[src/rtl/vfp_status_pkg.sv]
package vfp_status_pkg;
  localparam int REG_W    = 32;
  localparam int NLANE    = 2;   // lane 0 = low element, lane 1 = high element
  localparam int LANE_FLD = 6;

  localparam int B_MODE = 0;
  localparam int B_SOV  = 1;
  localparam int B_IOV  = 2;
  localparam int B_LO   = 3;
  localparam int B_EINV = 16;
  localparam int B_EDBZ = 17;
  localparam int B_EUNF = 18;
  localparam int B_EOVF = 19;
  localparam int B_EINX = 20;

  // offsets inside one lane's field group
  localparam int F_G   = 0;
  localparam int F_S   = 1;
  localparam int F_INV = 2;
  localparam int F_DBZ = 3;
  localparam int F_UNF = 4;
  localparam int F_OVF = 5;

  typedef struct packed {
    logic swWr;
    logic fpUpd;
    logic intUpd;
  } strobes_t;

  typedef struct packed {
    logic ovf;
    logic unf;
    logic guard;
    logic sticky;
  } laneRes_t;

  function automatic logic [REG_W-1:0] wrMask();
    logic [REG_W-1:0] m;
    m = '0;
    for (int b = B_SOV; b < B_LO + NLANE*LANE_FLD; b++) m[b] = 1'b1;
    for (int b = B_EINV; b <= B_EINX; b++) m[b] = 1'b1;
    return m;
  endfunction

  localparam logic [REG_W-1:0] WR_MASK = wrMask();
endpackage

[src/rtl/vfp_opnd_class.sv]
module vfp_opnd_class #(
  parameter int EXP_W  = 8,
  parameter int FRAC_W = 23,
  localparam int OP_W  = 1 + EXP_W + FRAC_W
) (
  input  logic [OP_W-1:0] op,
  output logic            isSpecial,
  output logic            isZero,
  output logic            isFiniteNz
);
  logic [EXP_W-1:0]  expF;
  logic [FRAC_W-1:0] fracF;
  logic expMax, expZero, fracZero;

  always_comb begin
    expF       = op[OP_W-2:FRAC_W];
    fracF      = op[FRAC_W-1:0];
    expMax     = &expF;
    expZero    = ~|expF;
    fracZero   = ~|fracF;
    isZero     = expZero & fracZero;
    isSpecial  = expMax | (expZero & ~fracZero);
    isFiniteNz = ~expMax & ~isZero;
  end
endmodule

[src/rtl/vfp_status_dp.sv]
module vfp_status_dp
  import vfp_status_pkg::*;
#(
  parameter int EXP_W  = 8,
  parameter int FRAC_W = 23,
  localparam int OP_W  = 1 + EXP_W + FRAC_W
) (
  input  logic                             clk,
  input  logic                             rstN,
  input  strobes_t                         strb,
  input  logic [REG_W-1:0]                 wrData,
  input  logic                             isDivide,
  input  logic [NLANE-1:0][OP_W-1:0]       opA,
  input  logic [NLANE-1:0][OP_W-1:0]       opB,
  input  laneRes_t [NLANE-1:0]             laneRes,
  input  logic                             intOvfLo,
  output logic [REG_W-1:0]                 regQ,
  output logic [NLANE-1:0]                 laneDx,
  output logic                             anyOvf,
  output logic                             anyUnf,
  output logic                             anyInex
);
  logic [NLANE-1:0] laneInv, laneDbz;
  logic [REG_W-1:0] regD;

  for (genvar l = 0; l < NLANE; l++) begin : g_lane
    logic aSp, aZ, aFnz, bSp, bZ, bFnz;
    vfp_opnd_class #(.EXP_W(EXP_W), .FRAC_W(FRAC_W)) u_clsA (
      .op(opA[l]), .isSpecial(aSp), .isZero(aZ), .isFiniteNz(aFnz));
    vfp_opnd_class #(.EXP_W(EXP_W), .FRAC_W(FRAC_W)) u_clsB (
      .op(opB[l]), .isSpecial(bSp), .isZero(bZ), .isFiniteNz(bFnz));
    assign laneInv[l] = aSp | bSp | (isDivide & aZ & bZ);
    assign laneDbz[l] = isDivide & bZ & aFnz;
    assign laneDx[l]  = (laneInv[l] & regQ[B_EINV]) | (laneDbz[l] & regQ[B_EDBZ]);
  end

  always_comb begin
    anyOvf  = 1'b0;
    anyUnf  = 1'b0;
    anyInex = 1'b0;
    for (int l = 0; l < NLANE; l++) begin
      anyOvf  = anyOvf  | laneRes[l].ovf;
      anyUnf  = anyUnf  | laneRes[l].unf;
      anyInex = anyInex | laneRes[l].guard | laneRes[l].sticky;
    end
  end

  always_comb begin
    regD = regQ;
    if (strb.swWr) begin
      regD = wrData & WR_MASK;
    end else begin
      if (strb.fpUpd) begin
        for (int l = 0; l < NLANE; l++) begin
          regD[B_LO + l*LANE_FLD + F_G]   = laneDx[l] ? 1'b0 : laneRes[l].guard;
          regD[B_LO + l*LANE_FLD + F_S]   = laneDx[l] ? 1'b0 : laneRes[l].sticky;
          regD[B_LO + l*LANE_FLD + F_INV] = laneInv[l];
          regD[B_LO + l*LANE_FLD + F_DBZ] = laneDbz[l];
          regD[B_LO + l*LANE_FLD + F_UNF] = laneRes[l].unf;
          regD[B_LO + l*LANE_FLD + F_OVF] = laneRes[l].ovf;
        end
      end
      if (strb.intUpd) begin
        regD[B_IOV] = intOvfLo;
        regD[B_SOV] = regQ[B_SOV] | intOvfLo;
      end
    end
  end

  always_ff @(posedge clk) begin
    if (!rstN) regQ <= '0;
    else       regQ <= regD;
  end
endmodule

[src/rtl/vfp_status_ctl.sv]
module vfp_status_ctl
  import vfp_status_pkg::*;
(
  input  logic             clk,
  input  logic             rstN,
  input  logic             regWrEn,
  input  logic             resValid,
  input  logic             isFloat,
  input  logic [NLANE-1:0] laneDx,
  input  logic             anyOvf,
  input  logic             anyUnf,
  input  logic             anyInex,
  input  logic             enOvf,
  input  logic             enUnf,
  input  logic             enInx,
  output strobes_t         strb,
  output logic             dataExcReq,
  output logic             roundExcReq
);
  logic dxNow, rxNow, rxCause;

  always_comb begin
    strb.swWr   = regWrEn;
    strb.fpUpd  = resValid & isFloat;
    strb.intUpd = resValid & ~isFloat;
    dxNow   = strb.fpUpd & (|laneDx);
    rxCause = (~anyOvf & ~anyUnf & anyInex) | (anyOvf & ~enOvf) | (anyUnf & ~enUnf);
    rxNow   = strb.fpUpd & ~dxNow & enInx & rxCause;
  end

  always_ff @(posedge clk) begin
    if (!rstN) begin
      dataExcReq  <= 1'b0;
      roundExcReq <= 1'b0;
    end else begin
      dataExcReq  <= dxNow;
      roundExcReq <= rxNow;
    end
  end
endmodule

[src/rtl/vfp_status_unit.sv]
module vfp_status_unit
  import vfp_status_pkg::*;
#(
  parameter int EXP_W  = 8,
  parameter int FRAC_W = 23,
  localparam int OP_W  = 1 + EXP_W + FRAC_W
) (
  input  logic             clk,
  input  logic             rstN,
  input  logic             regWrEn,
  input  logic [REG_W-1:0] regWrData,
  output logic [REG_W-1:0] regRdData,
  input  logic             resValid,
  input  logic             isFloat,
  input  logic             isDivide,
  input  logic [OP_W-1:0]  opAHi,
  input  logic [OP_W-1:0]  opBHi,
  input  logic [OP_W-1:0]  opALo,
  input  logic [OP_W-1:0]  opBLo,
  input  logic             ovfHi,
  input  logic             ovfLo,
  input  logic             unfHi,
  input  logic             unfLo,
  input  logic             guardHi,
  input  logic             guardLo,
  input  logic             stickyHi,
  input  logic             stickyLo,
  input  logic             intOvfLo,
  output logic             dataExcReq,
  output logic             roundExcReq
);
  strobes_t                   strb;
  logic [NLANE-1:0][OP_W-1:0] opA, opB;
  laneRes_t [NLANE-1:0]       laneRes;
  logic [NLANE-1:0]           laneDx;
  logic                       anyOvf, anyUnf, anyInex;
  logic [REG_W-1:0]           regQ;

  assign opA[0] = opALo;
  assign opA[1] = opAHi;
  assign opB[0] = opBLo;
  assign opB[1] = opBHi;
  assign laneRes[0] = '{ovf: ovfLo, unf: unfLo, guard: guardLo, sticky: stickyLo};
  assign laneRes[1] = '{ovf: ovfHi, unf: unfHi, guard: guardHi, sticky: stickyHi};
  assign regRdData = regQ;

  vfp_status_ctl u_ctl (
    .clk(clk), .rstN(rstN), .regWrEn(regWrEn), .resValid(resValid), .isFloat(isFloat),
    .laneDx(laneDx), .anyOvf(anyOvf), .anyUnf(anyUnf), .anyInex(anyInex),
    .enOvf(regQ[B_EOVF]), .enUnf(regQ[B_EUNF]), .enInx(regQ[B_EINX]),
    .strb(strb), .dataExcReq(dataExcReq), .roundExcReq(roundExcReq));

  vfp_status_dp #(.EXP_W(EXP_W), .FRAC_W(FRAC_W)) u_dp (
    .clk(clk), .rstN(rstN), .strb(strb), .wrData(regWrData), .isDivide(isDivide),
    .opA(opA), .opB(opB), .laneRes(laneRes), .intOvfLo(intOvfLo),
    .regQ(regQ), .laneDx(laneDx), .anyOvf(anyOvf), .anyUnf(anyUnf), .anyInex(anyInex));
endmodule

[config.mk]
export PLATFORM = sky130hd
export DESIGN_NAME = vfp_status_unit
export DESIGN_NICKNAME = d
export VERILOG_FILES = /design/src/rtl/vfp_status_pkg.sv /design/src/rtl/vfp_opnd_class.sv /design/src/rtl/vfp_status_dp.sv /design/src/rtl/vfp_status_ctl.sv /design/src/rtl/vfp_status_unit.sv
export SDC_FILE = /design/constraint.sdc
export NUM_CORES = 1
export LEC_CHECK = 0
export BUFFER_PORTS_ARGS = -buffer_cell sky130_fd_sc_hd__buf_2
export CAP_MARGIN = 20
export CORE_AREA = 5 5 78 80
export CTS_CLUSTER_SIZE = 40
export DETAILED_ROUTE_END_ITERATION = 10
export DIE_AREA = 0 0 83 85
export HOLD_SLACK_MARGIN = 0.12
export MAX_ROUTING_LAYER = met4
export PLACE_DENSITY_LB_ADDON = 0.15
export SLEW_MARGIN = 20
export SYNTH_ARGS = -nofsm -noshare
export SYNTH_HDL_FRONTEND = slang
export SYNTH_SLANG_ARGS = --single-unit
[constraint.sdc]
create_clock -name clk -period 3.4 [get_ports clk]
set_clock_uncertainty 0.2 [all_clocks]
set_input_delay 0.68 -clock clk [delete_from_list [all_inputs] [get_ports clk]]
set_output_delay 0.68 -clock clk [all_outputs]
set_load 0.05 [all_outputs]
# Word-level counts from Yosys, hierarchy flattened
# Index checks and enable logic that the tools add are counted.
dict set report classes {
  mux 7
  n_bitwise 60
  reduce_logical 23
}
# cell count
set ops {}
lappend ops {{23-bit OR reduction} 4}
lappend ops {{1-bit AND} 32}
lappend ops {{8-bit AND reduction} 4}
lappend ops {{8-bit OR reduction} 4}
lappend ops {{1-bit bitwise OR} 18}
lappend ops {{14-bit two-way mux} 1}
lappend ops {{12-bit two-way mux} 1}
lappend ops {{1-bit inverter} 10}
lappend ops {{1-bit zero test} 8}
lappend ops {{1-bit two-way mux} 4}
lappend ops {{2-bit nonzero test} 2}
lappend ops {{2-bit two-way mux} 1}
lappend ops {{2-bit OR reduction} 1}
dict set report totals {
  ff_bits 21
  inputBits 175
}

# Depth between registers and ports, before layout
dict set report logic_depth {
  ltp_word 14
  ltp_mapped 6
}

# Modules after synthesis
# A second synthesis with hierarchy kept.
dict set report hier_totals {
  cells_unflattened 208
  area_unflattened_um2 1701.6
}
# mod instances cells_each area_per_inst_um2 seq_area_each_um2
set modules_own_cells {}
lappend modules_own_cells {vfp_status_dp 1 123 1033.5 380.4}
lappend modules_own_cells {vfp_opnd_class 4 18 138.9 0.0}
lappend modules_own_cells {vfp_status_ctl 1 13 112.6 40.0}

# Least setup slack after synthesis
# OpenSTA, ideal clock, no wires.
dict set report synth_timing {
  path_type {input -> register}
  start {input port opALo[28]}
  end {register u_ctl.roundExcReq}
  t_arrival_ns 1.958
  required_time_ns 3.084
  path_slack_ns 1.126
  cell_stages 6
  path_buffers 0
  path_cell_list {or4_1 nor2_2 a211oi_1 o211ai_1 o21ai_1 and3_1}
}
dict set report synth_between {
  elab_chain_len 14
  elab_cells_between_ends 23
  classes_between {bitwise: 19; reduce/logical: 4}
}
# item line
set synth_rtl {}
lappend synth_rtl {{from (decl)} vfp_status_unit.sv:18} ;# input logic [OP_W-1:0] opALo,
lappend synth_rtl {{8-bit OR reduction} vfp_opnd_class.sv:19} ;# expZero = ~|expF;
lappend synth_rtl {{1-bit zero test} vfp_opnd_class.sv:19}
lappend synth_rtl {{1-bit AND (on tied branches)} {vfp_opnd_class.sv:22, vfp_opnd_class.sv:21}}
lappend synth_rtl {{1-bit bitwise OR, or another cell as far along} vfp_opnd_class.sv:22} ;# isSpecial = expMax | (expZero & ~fracZero);
lappend synth_rtl {{1-bit bitwise OR, or another cell as far along} vfp_status_dp.sv:32} ;# assign laneInv[l] = aSp | bSp | (isDivide & aZ & bZ);
lappend synth_rtl {{1-bit bitwise OR or 1-bit AND (tied branches)} {vfp_status_dp.sv:32, vfp_status_dp.sv:33}}
lappend synth_rtl {{1-bit AND} vfp_status_dp.sv:34} ;# assign laneDx[l] = (laneInv[l] & regQ[B_EINV]) | (laneDbz[l] & regQ[B_EDBZ]);
lappend synth_rtl {{1-bit bitwise OR *} vfp_status_dp.sv:34}
lappend synth_rtl {{2-bit OR reduction *} vfp_status_ctl.sv:26} ;# dxNow = strb.fpUpd & (|laneDx);
lappend synth_rtl {{1-bit AND *} vfp_status_ctl.sv:26}
lappend synth_rtl {{1-bit inverter *} vfp_status_ctl.sv:28} ;# rxNow = strb.fpUpd & ~dxNow & enInx & rxCause;
lappend synth_rtl {{1-bit AND * (3 in a row)} vfp_status_ctl.sv:28}
lappend synth_rtl {{to (signal assigned)} vfp_status_ctl.sv:37} ;# roundExcReq <= rxNow;
lappend synth_rtl {{to (decl)} vfp_status_ctl.sv:18} ;# output logic roundExcReq
# Every way passes the cells marked *; elsewhere a longest branch is shown, timed or not.
# A chain may end at the register's enable or synchronous reset.

# Worst setup path after layout
dict set report layout_timing {
  start {input port opBLo[10]}
  end {register u_ctl.roundExcReq}
}
dict set report layout_between {
  elab_chain_len 13
  elab_cells_between_ends 19
  classes_between {bitwise: 16; reduce/logical: 3}
}
# item line
set layout_rtl {}
lappend layout_rtl {{from (decl)} vfp_status_unit.sv:19} ;# input logic [OP_W-1:0] opBLo,
lappend layout_rtl {{23-bit OR reduction *} vfp_opnd_class.sv:20} ;# fracZero = ~|fracF;
lappend layout_rtl {{1-bit AND or 1-bit zero test (tied branches)} {vfp_opnd_class.sv:22, vfp_opnd_class.sv:20}}
lappend layout_rtl {{1-bit bitwise OR or 1-bit AND (tied branches)} {vfp_opnd_class.sv:22, vfp_opnd_class.sv:21}}
lappend layout_rtl {{1-bit bitwise OR, or another cell as far along} vfp_status_dp.sv:32}
lappend layout_rtl {{1-bit bitwise OR or 1-bit AND (tied branches)} {vfp_status_dp.sv:32, vfp_status_dp.sv:33}}
lappend layout_rtl {{1-bit AND} vfp_status_dp.sv:34}
lappend layout_rtl {{1-bit bitwise OR *} vfp_status_dp.sv:34}
lappend layout_rtl {{2-bit OR reduction *} vfp_status_ctl.sv:26}
lappend layout_rtl {{1-bit AND *} vfp_status_ctl.sv:26}
lappend layout_rtl {{1-bit inverter *} vfp_status_ctl.sv:28}
lappend layout_rtl {{1-bit AND * (3 in a row)} vfp_status_ctl.sv:28}
# Marked as above.

==> results by group <==
Global routing
  – Busiest grt layer: met2
  – Vias in the first global route: 2,163
  – Met2 Track Usage GR: 30.2%
  – First-pass GRT wire length: 9.72 mm
  – Largest net degree at the start of global routing: 27
  – Met1 usage: 19.0%
  – Global Route Usage Sum: 16.9%
  – Met3 Use GR: 4.66%
  – Initial antenna violation count: 1
  – Total grt overflow: 0

Cells and area
  – Final non-filler cell total: 453
  – Fillers: 578
  – # nets final: 556
  – Commonest non-fill, non-tap cell in the layout: buf_2
  – Commonest non-fill, non-tap cells in the layout: 178 x buf_2, 29 x nand2_1, 24 x nor4_1, 21 x dfxtp_1, 16 x nor2_1
  – Share of layout cells above drive strength 1: 49.7%
  – Layout area overhead: 60.3%

Placement
  – Port bufs: 178
  – HPWL Detailed: 5.35 mm
  – Placed Instances: 448
  – Pre-CTS WS: 0.784 ns
  – Final GP Congestion: 0.797

Clock network
  – Clock Tree Buf Depth: 2
  – Hold_buf cts: 0
  – # clock sinks: 21
  – CTS tree: built
  – Postcts setup bufs: 0
  – # H-tree levels: 1
  – Clk root buf: clkbuf_8
  – Clk_lat worst skew: 0.26 ns
  – Num CTS Buffers: 3
  – Post_cts resized: 0
  – Clock transition at path regs: 0.08 ns

Timing
  – Final setup vio count: 0
  – Setup tns final: 0 ns
  – Tcrit/Tclk final: 67.4%
  – Worst hold slack: 0.281 ns
  – Final min period: 2.29 ns
  – Slew Limit Fails: 0
  – Tightest Pin Transition: 0.580 ns
  – RSZ-0062 raised after global routing: false
  – Final worst slack: 1.11 ns
  – Slew headroom: 61.3%
  – Fmax: 436 MHz
  – Final Hold Viols: 0

Status
  – Status: complete, no violations

Floorplan
  – Ports: 209
  – Initial Utilization: 28.7%
  – Die width: 83 µm
  – Site Rows: 27
  – Core footprint: 5340 µm²
  – Die area: 7060 µm²
  – DIE HEIGHT: 85 µm

Critical path
  – Buffers and inverters on the worst path: 1
  – CP Cell Sequence: buf_2 -> nor4_1 -> nand4_1 -> or4_1 -> a21oi_2 -> o21ai_1 -> and3_1
  – Crit Path Class: in -> reg
  – Worst EP required: 3.36 ns
  – Worst setup SP type: primary input
  – Crit path max fanout: 3
  – Slowest stage cell, crit path: or4_1
  – Max stage delay on crit path: 0.50 ns
  – Critical path endpoint category: flip-flop
  – Critical path arrival: 2.25 ns
  – CP top delay family: simple AND/OR/NAND/NOR gates

Synth
  – Cells after Synth: 208
  – Syn Area/Cell: 7.37 µm²
  – Syn Std Cell Area: 1530 µm²
  – Netlist cell types: 35
  – Post-synthesis sequential area ratio: 27.4%
  – Synth warn: 0
  – Register bit total from synthesis: 21

Worst hold path
  – Worst hold path type: reg -> reg

Drt
  – Vias: 2,119
  – DR pass1 iterations: 5
  – Initial DRC Count: 44
  – Routed WL: 6.01 mm
  – DRC violations left: 0
  – WL per Instance: 13.3 µm
  – Antenna-violating nets left: 0
  – DR vias/cell: 4.68

Flow run
  – Max_cap viols: 0

Power
  – Pleak: 1.22 nW
  – Worst ir drop on vdd: 0.108 mV
  – PwrDens: 280 nW/µm²
## routing by layer
layer | vias to the layer above | share of wire [%]
li1 | 1093 | -
met1 | 921 | 40
met4 | 0 | 0.70
met5 | - | 0
met2 | 100 | 51
met3 | 5 | 9.1
## where the power goes
part,switching (mW),internal (mW),leakage (nW),total [mW]
logic,0.157,0.0991,1.02,0.256
registers,0.00833,0.261,0.173,0.269
clock network,0.0816,0.0816,0.0255,0.163
total,0.247,0.442,1.22,0.688
## flip-flops by register name, indices dropped and copies added, names as in the netlist
signal and count:
u_dp.regQ 19, u_ctl.dataExcReq 1, u_ctl.roundExcReq 1
## stage by stage
stage | utilization, % | power [mW] | cell area [µm²]
finish | 46.1 | 0.688 | 2460
global route | 46.1 | 0.731 | 2460
CTS | 46.0 | 0.697 | 2460
detailed placement | 45.1 | 0.532 | 2410
global placement | 45.1 | 0.529 | 2410
floorplan | - | 0.425 | 1580
## area by class of cell
cell class,count,area (µm²),share of cell area [%]
Inverter,6,22.5,0.916
Timing Repair Buffer,178,891,36.2
Clock inverter,1,5.00,0.204
Antenna cell,1,2.50,0.102
Clock buffer,3,41.3,1.68
Multi-Input combinational cell,171,986,40.1
Sequential cell,21,420,17.1
Tap cell,72,90.1,3.66
## final timing paths
kind                                    start           endpoint  slack, ns  cells past startpoint
worst max register to register  u_dp.regQ[18]  u_ctl.roundExcReq       2.23                      3
worst min-delay path             u_dp.regQ[6]       u_dp.regQ[6]       0.28                      2
worst min register to register   u_dp.regQ[6]       u_dp.regQ[6]       0.28                      2
worst max-delay path                opBLo[10]  u_ctl.roundExcReq       1.11                      7
## synthesized netlist by cell type
master    instances  area (µm²)
a221o_2           1        11.3
or4_1             3        22.5
clkbuf_1          5        18.8
o21ai_0          13        65.1
a21oi_2           1        8.76
nor3b_1           1        7.51
buf_4            16         120
and2_1            5        31.3
o21ai_1           6        30.0
inv_1             6        22.5
mux2i_1           9        90.1
a211oi_1          1        7.51
o211ai_1          1        7.51
nor3_1            6        30.0
nor4b_2           1        15.0
a221o_1           1        10.0
dfxtp_1          21         420
o31ai_2           1        12.5
and3_1            1        6.26
o221ai_1          2        17.5
nor4_1           24         150
conb_1            1        3.75
nor2_2            1        6.26
nand4_1          13        81.3
nor4_4            2        42.5
nand2b_1          1        6.26
nand3_1           6        30.0
nor2b_1           5        31.3
o31ai_1           1        7.51
nor2_1           16        60.1
buf_6             1        11.3
nand2_1          29         109
a31oi_1           1        6.26
a21oi_1           5        25.0
and4_1            1        8.76
## cells by family (layout without fill, tap and decap cells)
kind of cell	Yosys count	after routing	share of synthesized area [%]
other	1	14	0.244
AOI/OAI and AO/OA	34	34	13.6
muxes	9	9	5.87
buffers and inverters	28	188	11.3
DFF	21	21	27.4
and+or+nand+nor	115	115	41.6
## worst reg2reg max path, cell delays in order (launching register included)
cell      delay, ns
dfxtp_1        0.36
o221ai_1       0.14
and4_1         0.22
and3_1         0.17
Note: power is estimated with default switching activity, not from simulation.
